--- config.mk ---
export PLATFORM = sky130hd
export DESIGN_NAME = pc_irq_seq
export DESIGN_NICKNAME = d
export VERILOG_FILES = /design/src/rtl/pc_irq_pkg.sv /design/src/rtl/pc_seq_core.sv /design/src/rtl/pc_irq_ctrl.sv /design/src/rtl/pc_irq_seq.sv
export SDC_FILE = /design/constraint.sdc
export NUM_CORES = 1
export LEC_CHECK = 0
export ABC_AREA = 1
export BUFFER_PORTS_ARGS = -buffer_cell sky130_fd_sc_hd__buf_2
export CELL_PAD_IN_SITES_DETAIL_PLACEMENT = 1
export CELL_PAD_IN_SITES_GLOBAL_PLACEMENT = 2
export CORE_MARGIN = 2
export CORE_UTILIZATION = 29
export CTS_CLUSTER_SIZE = 30
export DETAILED_ROUTE_END_ITERATION = 8
export PLACE_DENSITY_LB_ADDON = 0.3
export SYNTH_ARGS = -nofsm -noshare
export SYNTH_HDL_FRONTEND = slang
export SYNTH_SLANG_ARGS = --single-unit
export TNS_END_PERCENT = 1
--- constraint.sdc ---
create_clock -name clk -period 3.91 [get_ports clk]
set_input_delay 0.782 -clock clk [delete_from_list [all_inputs] [get_ports clk]]
set_output_delay 0.782 -clock clk [all_outputs]
set_load 0.01 [all_outputs]
--- src/rtl/pc_irq_pkg.sv ---
package pc_irq_pkg;
    localparam int RD_SEL_W = 3;

    typedef enum logic [RD_SEL_W-1:0] {
        RD_PC_LO  = 3'd0,
        RD_PC_HI  = 3'd1,
        RD_RET_LO = 3'd2,
        RD_RET_HI = 3'd3,
        RD_VEC_LO = 3'd4,
        RD_VEC_HI = 3'd5
    } rd_sel_e;
endpackage

--- src/rtl/pc_seq_core.sv ---
module pc_seq_core #(
    parameter int PC_W   = 16,
    parameter int SKIP_W = 8
) (
    input  logic              clk,
    input  logic              rst_n,
    input  logic              step,
    input  logic              jump,
    input  logic [PC_W-1:0]   jump_addr,
    input  logic              skip,
    input  logic [SKIP_W-1:0] skip_amt,
    input  logic              take,
    input  logic [PC_W-1:0]   vec,
    input  logic              reti_go,
    input  logic [PC_W-1:0]   ret_addr,
    output logic [PC_W-1:0]   pc,
    output logic [PC_W-1:0]   pc_norm,
    output logic [PC_W-1:0]   pc_inc
);
    typedef struct packed {
        logic [PC_W-1:0] pc;
    } core_st_t;

    core_st_t s_d, s_q;
    logic [PC_W-1:0] skip_ext;
    logic [PC_W-1:0] pc_seq;

    always_comb begin
        skip_ext = skip ? PC_W'(skip_amt) : '0;
        pc_inc   = s_q.pc + PC_W'(1);
        pc_seq   = pc_inc + skip_ext;
        pc_norm  = jump ? jump_addr : pc_seq;
        s_d      = s_q;
        if (step) begin
            if (reti_go)
                s_d.pc = ret_addr;
            else if (take)
                s_d.pc = vec;
            else
                s_d.pc = pc_norm;
        end
    end

    always_ff @(posedge clk) begin
        if (!rst_n)
            s_q <= '0;
        else
            s_q <= s_d;
    end

    assign pc = s_q.pc;

    AST_STEP_HOLD: assert property (@(posedge clk) disable iff (!rst_n)
        !step |=> $stable(s_q.pc));
    AST_JUMP_LOAD: assert property (@(posedge clk) disable iff (!rst_n)
        (step && jump && !take && !reti_go) |=> s_q.pc == $past(jump_addr));
    AST_ENTRY_VEC: assert property (@(posedge clk) disable iff (!rst_n)
        (step && take && !reti_go) |=> s_q.pc == $past(vec));
endmodule

--- src/rtl/pc_irq_ctrl.sv ---
module pc_irq_ctrl #(
    parameter int PC_W   = 16,
    parameter int BYTE_W = 8
) (
    input  logic              clk,
    input  logic              rst_n,
    input  logic              step,
    input  logic              irq_req,
    input  logic              swi,
    input  logic              swi_en,
    input  logic              reti,
    input  logic              reti_save,
    input  logic              gie_we,
    input  logic              gie_wval,
    input  logic              vec_we,
    input  logic              vec_hi,
    input  logic [BYTE_W-1:0] wdata,
    input  logic [PC_W-1:0]   pc_norm,
    input  logic [PC_W-1:0]   pc_inc,
    output logic              take,
    output logic              reti_go,
    output logic              gie,
    output logic              in_service,
    output logic [PC_W-1:0]   ret_addr,
    output logic [PC_W-1:0]   vec
);
    localparam int HI_W = PC_W - BYTE_W;

    typedef struct packed {
        logic            gie;
        logic            ins;
        logic [PC_W-1:0] ret;
        logic [PC_W-1:0] vec;
    } ctrl_st_t;

    ctrl_st_t s_d, s_q;
    logic     swi_hit;

    always_comb begin
        swi_hit = swi && swi_en;
        reti_go = step && reti;
        take    = step && !reti && s_q.gie && (irq_req || swi_hit);
        s_d     = s_q;

        if (gie_we)
            s_d.gie = gie_wval;

        if (vec_we) begin
            if (vec_hi)
                s_d.vec[PC_W-1:BYTE_W] = HI_W'(wdata);
            else
                s_d.vec[BYTE_W-1:0] = wdata;
        end

        if (reti_go) begin
            s_d.gie = 1'b1;
            s_d.ins = 1'b0;
            if (reti_save)
                s_d.vec = pc_inc;
        end else if (take) begin
            s_d.gie = 1'b0;
            s_d.ins = 1'b1;
            s_d.ret = pc_norm;
        end
    end

    always_ff @(posedge clk) begin
        if (!rst_n)
            s_q <= '0;
        else
            s_q <= s_d;
    end

    assign gie        = s_q.gie;
    assign in_service = s_q.ins;
    assign ret_addr   = s_q.ret;
    assign vec        = s_q.vec;

    AST_ENTRY_STATE: assert property (@(posedge clk) disable iff (!rst_n)
        take |=> (!s_q.gie && s_q.ins));
    AST_NO_TAKE_GIE_OFF: assert property (@(posedge clk) disable iff (!rst_n)
        (step && !reti && !s_q.gie) |=> $stable(s_q.ret));
    AST_RETI_STATE: assert property (@(posedge clk) disable iff (!rst_n)
        reti_go |=> (s_q.gie && !s_q.ins));
    AST_RETI_SAVE: assert property (@(posedge clk) disable iff (!rst_n)
        (reti_go && reti_save) |=> s_q.vec == $past(pc_inc));
endmodule

--- src/rtl/pc_irq_seq.sv ---
module pc_irq_seq #(
    parameter int PC_W   = 16,
    parameter int BYTE_W = 8,
    parameter int SPD_W  = 4
) (
    input  logic                          clk,
    input  logic                          rst_n,
    input  logic                          step,
    input  logic                          jump,
    input  logic [PC_W-1:0]               jump_addr,
    input  logic                          skip,
    input  logic [BYTE_W-1:0]             skip_amt,
    input  logic                          irq_req,
    input  logic                          swi,
    input  logic                          swi_en,
    input  logic                          reti,
    input  logic                          reti_save,
    input  logic                          gie_we,
    input  logic                          gie_wval,
    input  logic                          vec_we,
    input  logic                          vec_hi,
    input  logic [BYTE_W-1:0]             wdata,
    input  logic [pc_irq_pkg::RD_SEL_W-1:0] rd_sel,
    input  logic [SPD_W-1:0]              spd_norm,
    input  logic [SPD_W-1:0]              spd_irq,
    output logic [PC_W-1:0]               pc,
    output logic [PC_W-1:0]               ret_addr,
    output logic [PC_W-1:0]               vec,
    output logic                          gie,
    output logic                          in_service,
    output logic [SPD_W-1:0]              spd_sel,
    output logic [BYTE_W-1:0]             rd_data
);
    import pc_irq_pkg::*;

    localparam int HI_W = PC_W - BYTE_W;

    logic            take, reti_go;
    logic [PC_W-1:0] pc_norm, pc_inc;

    pc_seq_core #(.PC_W(PC_W), .SKIP_W(BYTE_W)) u_core (
        .clk       (clk),
        .rst_n     (rst_n),
        .step      (step),
        .jump      (jump),
        .jump_addr (jump_addr),
        .skip      (skip),
        .skip_amt  (skip_amt),
        .take      (take),
        .vec       (vec),
        .reti_go   (reti_go),
        .ret_addr  (ret_addr),
        .pc        (pc),
        .pc_norm   (pc_norm),
        .pc_inc    (pc_inc)
    );

    pc_irq_ctrl #(.PC_W(PC_W), .BYTE_W(BYTE_W)) u_ctrl (
        .clk        (clk),
        .rst_n      (rst_n),
        .step       (step),
        .irq_req    (irq_req),
        .swi        (swi),
        .swi_en     (swi_en),
        .reti       (reti),
        .reti_save  (reti_save),
        .gie_we     (gie_we),
        .gie_wval   (gie_wval),
        .vec_we     (vec_we),
        .vec_hi     (vec_hi),
        .wdata      (wdata),
        .pc_norm    (pc_norm),
        .pc_inc     (pc_inc),
        .take       (take),
        .reti_go    (reti_go),
        .gie        (gie),
        .in_service (in_service),
        .ret_addr   (ret_addr),
        .vec        (vec)
    );

    always_comb begin
        spd_sel = in_service ? spd_irq : spd_norm;
        case (rd_sel)
            RD_PC_LO:  rd_data = pc[BYTE_W-1:0];
            RD_PC_HI:  rd_data = BYTE_W'(pc[PC_W-1:BYTE_W]);
            RD_RET_LO: rd_data = ret_addr[BYTE_W-1:0];
            RD_RET_HI: rd_data = BYTE_W'(ret_addr[PC_W-1:BYTE_W]);
            RD_VEC_LO: rd_data = vec[BYTE_W-1:0];
            RD_VEC_HI: rd_data = BYTE_W'(vec[PC_W-1:BYTE_W]);
            default:   rd_data = '0;
        endcase
    end

    AST_VEC_BYTE_WR: assert property (@(posedge clk) disable iff (!rst_n)
        (vec_we && vec_hi && !reti_go) |=> vec[PC_W-1:BYTE_W] == HI_W'($past(wdata)));
    AST_GIE_WR: assert property (@(posedge clk) disable iff (!rst_n)
        (gie_we && !take && !reti_go) |=> gie == $past(gie_wval));
endmodule

; After elaboration in Yosys (flattened, before gate mapping)
; Cells that the tools add are included.
[word_totals]
ff_bits = 50
in_bits = 57
output_inout_bits = 62
word_cells = 39
[classes]
n_addsub = 2
n_eq_ne = 5
muxes = 14
bitwise = 2
n_reduce_logical = 11
[op_table]
columns = op, count
row1 = $mux 16, 6
row2 = $pmux 8 s6, 1
row3 = $mux 8, 3
row4 = $mux 18, 1
row5 = $add 16x1->16 const B, 1
row6 = $add 16x16->16, 1
row7 = $eq 3x2->1 const B, 2
row8 = $eq 3x3->1 const B, 2
row9 = $logic_and 1x1->1, 5
row10 = $mux 4, 1
row11 = $eq 3x1->1 const B, 1
row12 = $logic_not 3->1, 1
row13 = $reduce_bool 3->1, 1
row14 = $mux 2, 1
row15 = $not 1->1, 2
row16 = $reduce_and 2->1, 1
row17 = $reduce_or 2->1, 1
row18 = $logic_not 1->1, 1
row19 = $logic_or 1x1->1, 1
row20 = $mux 1, 1

; Depth between registers and ports, before layout
[depth]
depth_word = 6
depth_mapped = 20
ltp_nobuf = 20

; Hierarchy
; From an unflattened synthesis, not the netlist that was laid out.
[unflattened]
hier_cells = 711
hier_area_um2 = 4286.6
[by_module_without_submodules]
columns = module, instances, cells_per_inst, area_each_um2, seq_area_each_um2
row1 = pc_seq_core, 1, 367, 2095.8, 320.3
row2 = pc_irq_ctrl, 1, 231, 1595.3, 680.7
row3 = pc_irq_seq, 1, 113, 595.6, 0.0

; Least setup slack after synthesis
; Ideal clock, no wire load.
[synth_path]
path_type = input -> register
startpoint = input port skip
endpoint = register u_ctrl.s_q, in the netlist u_ctrl.ret_addr[12]
setup_ns = 0.113
arrival_ns = 2.530
t_required_ns = 3.797
slack_ns = 1.267
path_stages = 18
n_path_buf = 1
cell_sequence = clkbuf_1 -> nand2_1 -> inv_1 -> ha_1 -> inv_1 -> fa_1 -> inv_1 -> nand3_1 -> nand2_1 -> nand2_1 -> nand3_1 -> nand2_1 -> nor2_1 -> nand2_1 -> nand3_2 -> o21ai_1 -> o21ai_1 -> inv_1
[synth_via]
elab_chain_len = 3
[synth_rtl]
columns = element, line_no
row1 = from (decl), pc_irq_seq.sv:11  ; input logic skip,
row2 = $mux 8, pc_seq_core.sv:29  ; skip_ext = skip ? PC_W'(skip_amt) : '0;
row3 = $add 16x16->16, pc_seq_core.sv:31  ; pc_seq = pc_inc + skip_ext;
row4 = $mux 16, pc_seq_core.sv:32  ; pc_norm = jump ? jump_addr : pc_seq;
row5 = to (signal assigned), pc_irq_ctrl.sv:69  ; s_q <= '0;
row6 = to (signal assigned), pc_irq_ctrl.sv:71  ; s_q <= s_d;
row7 = to (decl), pc_irq_ctrl.sv:36  ; ctrl_st_t s_d, s_q;
; No other way between the ends.
; A chain may end at the register's enable or synchronous reset.

; Worst setup path after layout
[layout_path]
startpoint = register u_core.s_q, in the netlist u_core.pc[1]
endpoint = register u_core.s_q, in the netlist u_core.pc[7]
[layout_via]
elab_chain_len = 5
[layout_rtl]
columns = element, line_no
row1 = from (decl), pc_seq_core.sv:24  ; core_st_t s_d, s_q;
row2 = from (signal assigned), pc_seq_core.sv:46  ; s_q <= '0;
row3 = from (signal assigned), pc_seq_core.sv:48  ; s_q <= s_d;
row4 = $add 16x1->16, pc_seq_core.sv:30  ; pc_inc = s_q.pc + PC_W'(1);
row5 = $add 16x16->16, pc_seq_core.sv:31
row6 = $mux 16, pc_seq_core.sv:32
row7 = $mux 16, pc_seq_core.sv:37  ; else if (take)
row8 = $mux 16, pc_seq_core.sv:35  ; if (reti_go)
; No other way between the ends.

==> impl_results.md <==
- CTS Buffer Depth: 2
- Sw Ratio: 0.353
- EDFF count, synth: 0
- Non-filler cells, final: 901
- Initial antenna violation count: 0
- DR WL/cell: 20.1 um
- HPWL after detailed placement: 14.4 mm
- Post-CTS setup buffer count: 0
- Clk sink count: 50
- Final instance area: 4880 um2
- Final WL: 18.1 mm
- Post_cts resized: 0
- Final min period: 3.16 ns
- CTS H-tree depth: 2
- Clock slew at reported path FFs: about 0.090 ns
- Final hold violations: 0
- Post-synth top cells: nand2_1, inv_1, o21ai_0
- DR DRC count: 0
- Min-delay worst type: reg -> reg
- TritonCTS clock tree: built
- GPL Wtd Cong: 0.959
- CTS hold repair buffers: 0
- Total Power: between 1500 and 2000 uW
- Adder-cell share of the synthesized area: 0.0338
- Library cells used by synthesis: 42
- Seq pwr share: 0.391
- First-pass GRT wire length: 27.8 mm
- Synth Area in Simple Gates: 0.320
- Total CTS buffers: 5
- Tcrit/Tclk final: 0.809
- #FFs+latches synth: 50
- Combinational power share: 0.251
- Worst setup SP type: flop
- Post-synthesis mux area share: 0.0191
- Kind of critical path: reg -> reg
- Most frequent cell after synthesis: nand2_1
- Vias in the first global route: 4754
- Post-synthesis compound-gate area fraction: 0.240
- Core ar.: roughly 13000 um2
- PwrDens: 310 nW/um2
- First-pass DRT Iterations: 5
- Antenna viol nets, final: 0
- Pleak: 0.00258 uW
- Skew final: 0.0147 ns
- CTS Root Cell: clkbuf_16
- Top cell type's share of synthesized area: 0.255
- Synth Warn #: 0
- Clock power frac: 0.358
- Vias per inst: 5.16
- Final WS setup: 0.749 ns
- Setup TNS: 0 ns
- Post-Syn Area: approximately 3900 um2
- Max-Cap Viols: 0
- Synth area leader: dfxtp_1
- Placed Cells: 893
- FILL cells: 1799
- Ranking of synthesized cells by area: dfxtp_1, nand2_1, inv_1
- Synth-to-layout area growth: 24.5%
- Xor and xnor area share after synthesis: 0.0179
- Die area: 14500 um2
- Outcome: finished, final reports clean
- Pre-CTS setup slack: roughly 0.79 ns
- Final Setup Violations: 0
- Cells after synthesis: 613
- Syn_nets: a little under 700
- Total GRT Usage: 0.250
- Worst skew pair latency: 0.31 ns
- # diodes: 0
- Area post-placement: 4710 um2
- Final max-slew violation count: 0
- Largest family of logic cells by synthesized area: simple AND/OR/NAND/NOR gates
- Rel. slew slack: 0.332
- Die Height: 120 um
- Largest net degree at the start of global routing: 34
- PortBufs: 118
- Post-layout nets: 791
- # IOs: 119
- VDD IR max: 178 uV
- Via count: 4653
- WP data required: approximately 4.2 ns
- Max Freq: ~320 MHz
- NetSw: 534 uW
- Num rows: 42
- Die X: 120 um
- Layout cell share with drive strength beyond 1: 0.248
- Slew @ Worst Pin: 1.00 ns
- Crit end category: flop
- Arrival time at the worst endpoint: 3.40 ns
- GRT overflow: 0
- Cell Int Power: 980 uW
- Synthesized area per cell: 6.40 um2
- Critical Path Fanout Max: 6
- RSZ-0062 raised after global routing: false
- Register area share after synthesis: 0.255
- Starting DRC count in detailed routing: 304
- Ys async rst share: 0
- Most used DFF post-synth: dfxtp_1
- Starting density of the core: 0.296
## metrics by stage
step           utilization  hold WS, ns
4_1_cts              0.369        0.532
3_3_place_gp         0.356        0.525
3_5_place_dp         0.356        0.520
6_report             0.369        0.536
5_1_grt              0.369        0.563
2_1_floorplan            -        0.525
## layer usage
layer	part of all wire	track usage
met3	0.055	0.0344
met5	0	0
met4	0.038	0.0981
met1	0.45	0.331
met2	0.46	0.413
## final timing paths
kind	cells past startpoint	end	slack [ns]	start
max	15	u_core.pc[7]$_SDFFE_PN0P_	0.75	u_core.pc[1]$_SDFFE_PN0P_
min	2	u_core.pc[3]$_SDFFE_PN0P_	0.54	u_ctrl.ret_addr[3]$_SDFFE_PN0P_
max reg2reg	15	u_core.pc[7]$_SDFFE_PN0P_	0.75	u_core.pc[1]$_SDFFE_PN0P_
min reg2reg	2	u_core.pc[3]$_SDFFE_PN0P_	0.54	u_ctrl.ret_addr[3]$_SDFFE_PN0P_
## sequential cells by signal, summed over array words and instances (netlist names)
signal and flops:
u_ctrl.in_service 1, u_ctrl.gie 1, u_ctrl.vec 16, u_ctrl.ret_addr 16, u_core.pc 16
## power groups by stage
stage | combinational [uW] | sequential [uW] | clock (uW)
2_1_floorplan | 207 | 595 | 0
3_3_place_gp | 371 | 604 | 0
3_5_place_dp | 379 | 605 | 0
4_1_cts | 381 | 593 | 547
5_1_grt | 422 | 596 | 566
6_report | 380 | 593 | 542
## cell families after synthesis
group           count (synthesis)
flops                          50
mux                             7
buf+inv                       118
compound gates                157
simple gates                  263
xor+xnor                        8
fa+ha+maj                      10
## cell usage in the layout, fill, tap and decap left out, types with 7 or more instances in the layout
cell	netlist	final
a21oi_1	43	43
a221oi_1	9	9
a22oi_1	7	7
a31oi_1	8	8
buf_2	4	118
buf_4	0	9
dfxtp_1	50	50
ha_1	9	9
inv_1	92	92
nand2_1	134	134
nand2_2	8	8
nand3_1	43	43
nand4_1	8	8
nor2_1	40	40
o211ai_1	15	15
o21ai_0	55	55
xor2_1	8	8
## worst max-delay path, cell delays in order (launching register included)
cell and delay, ns:
dfxtp_1 0.48, ha_1 0.29, nand2_4 0.10, nor2_2 0.25
xor2_1 0.17, inv_1 0.09, ha_1 0.40, nand2_1 0.13
inv_1 0.05, a21oi_1 0.14, nand2_1 0.14, xor2_1 0.31
nand2_1 0.13, o211ai_1 0.13, o211ai_1 0.13, a21oi_1 0.15
## area by class of cell
type / count / area, um2 / area share
inverters: 95 / 357 / 0.0730
flip-flops and latches: 50 / 1000 / 0.205
clock buffers: 5 / 125 / 0.0256
multi-input cells: 445 / 2470 / 0.507
repair buffers: 127 / 658 / 0.135
well taps: 176 / 220 / 0.0451
clock inverters: 3 / 47.5 / 0.00974
Power figures use the tool's default switching activity.
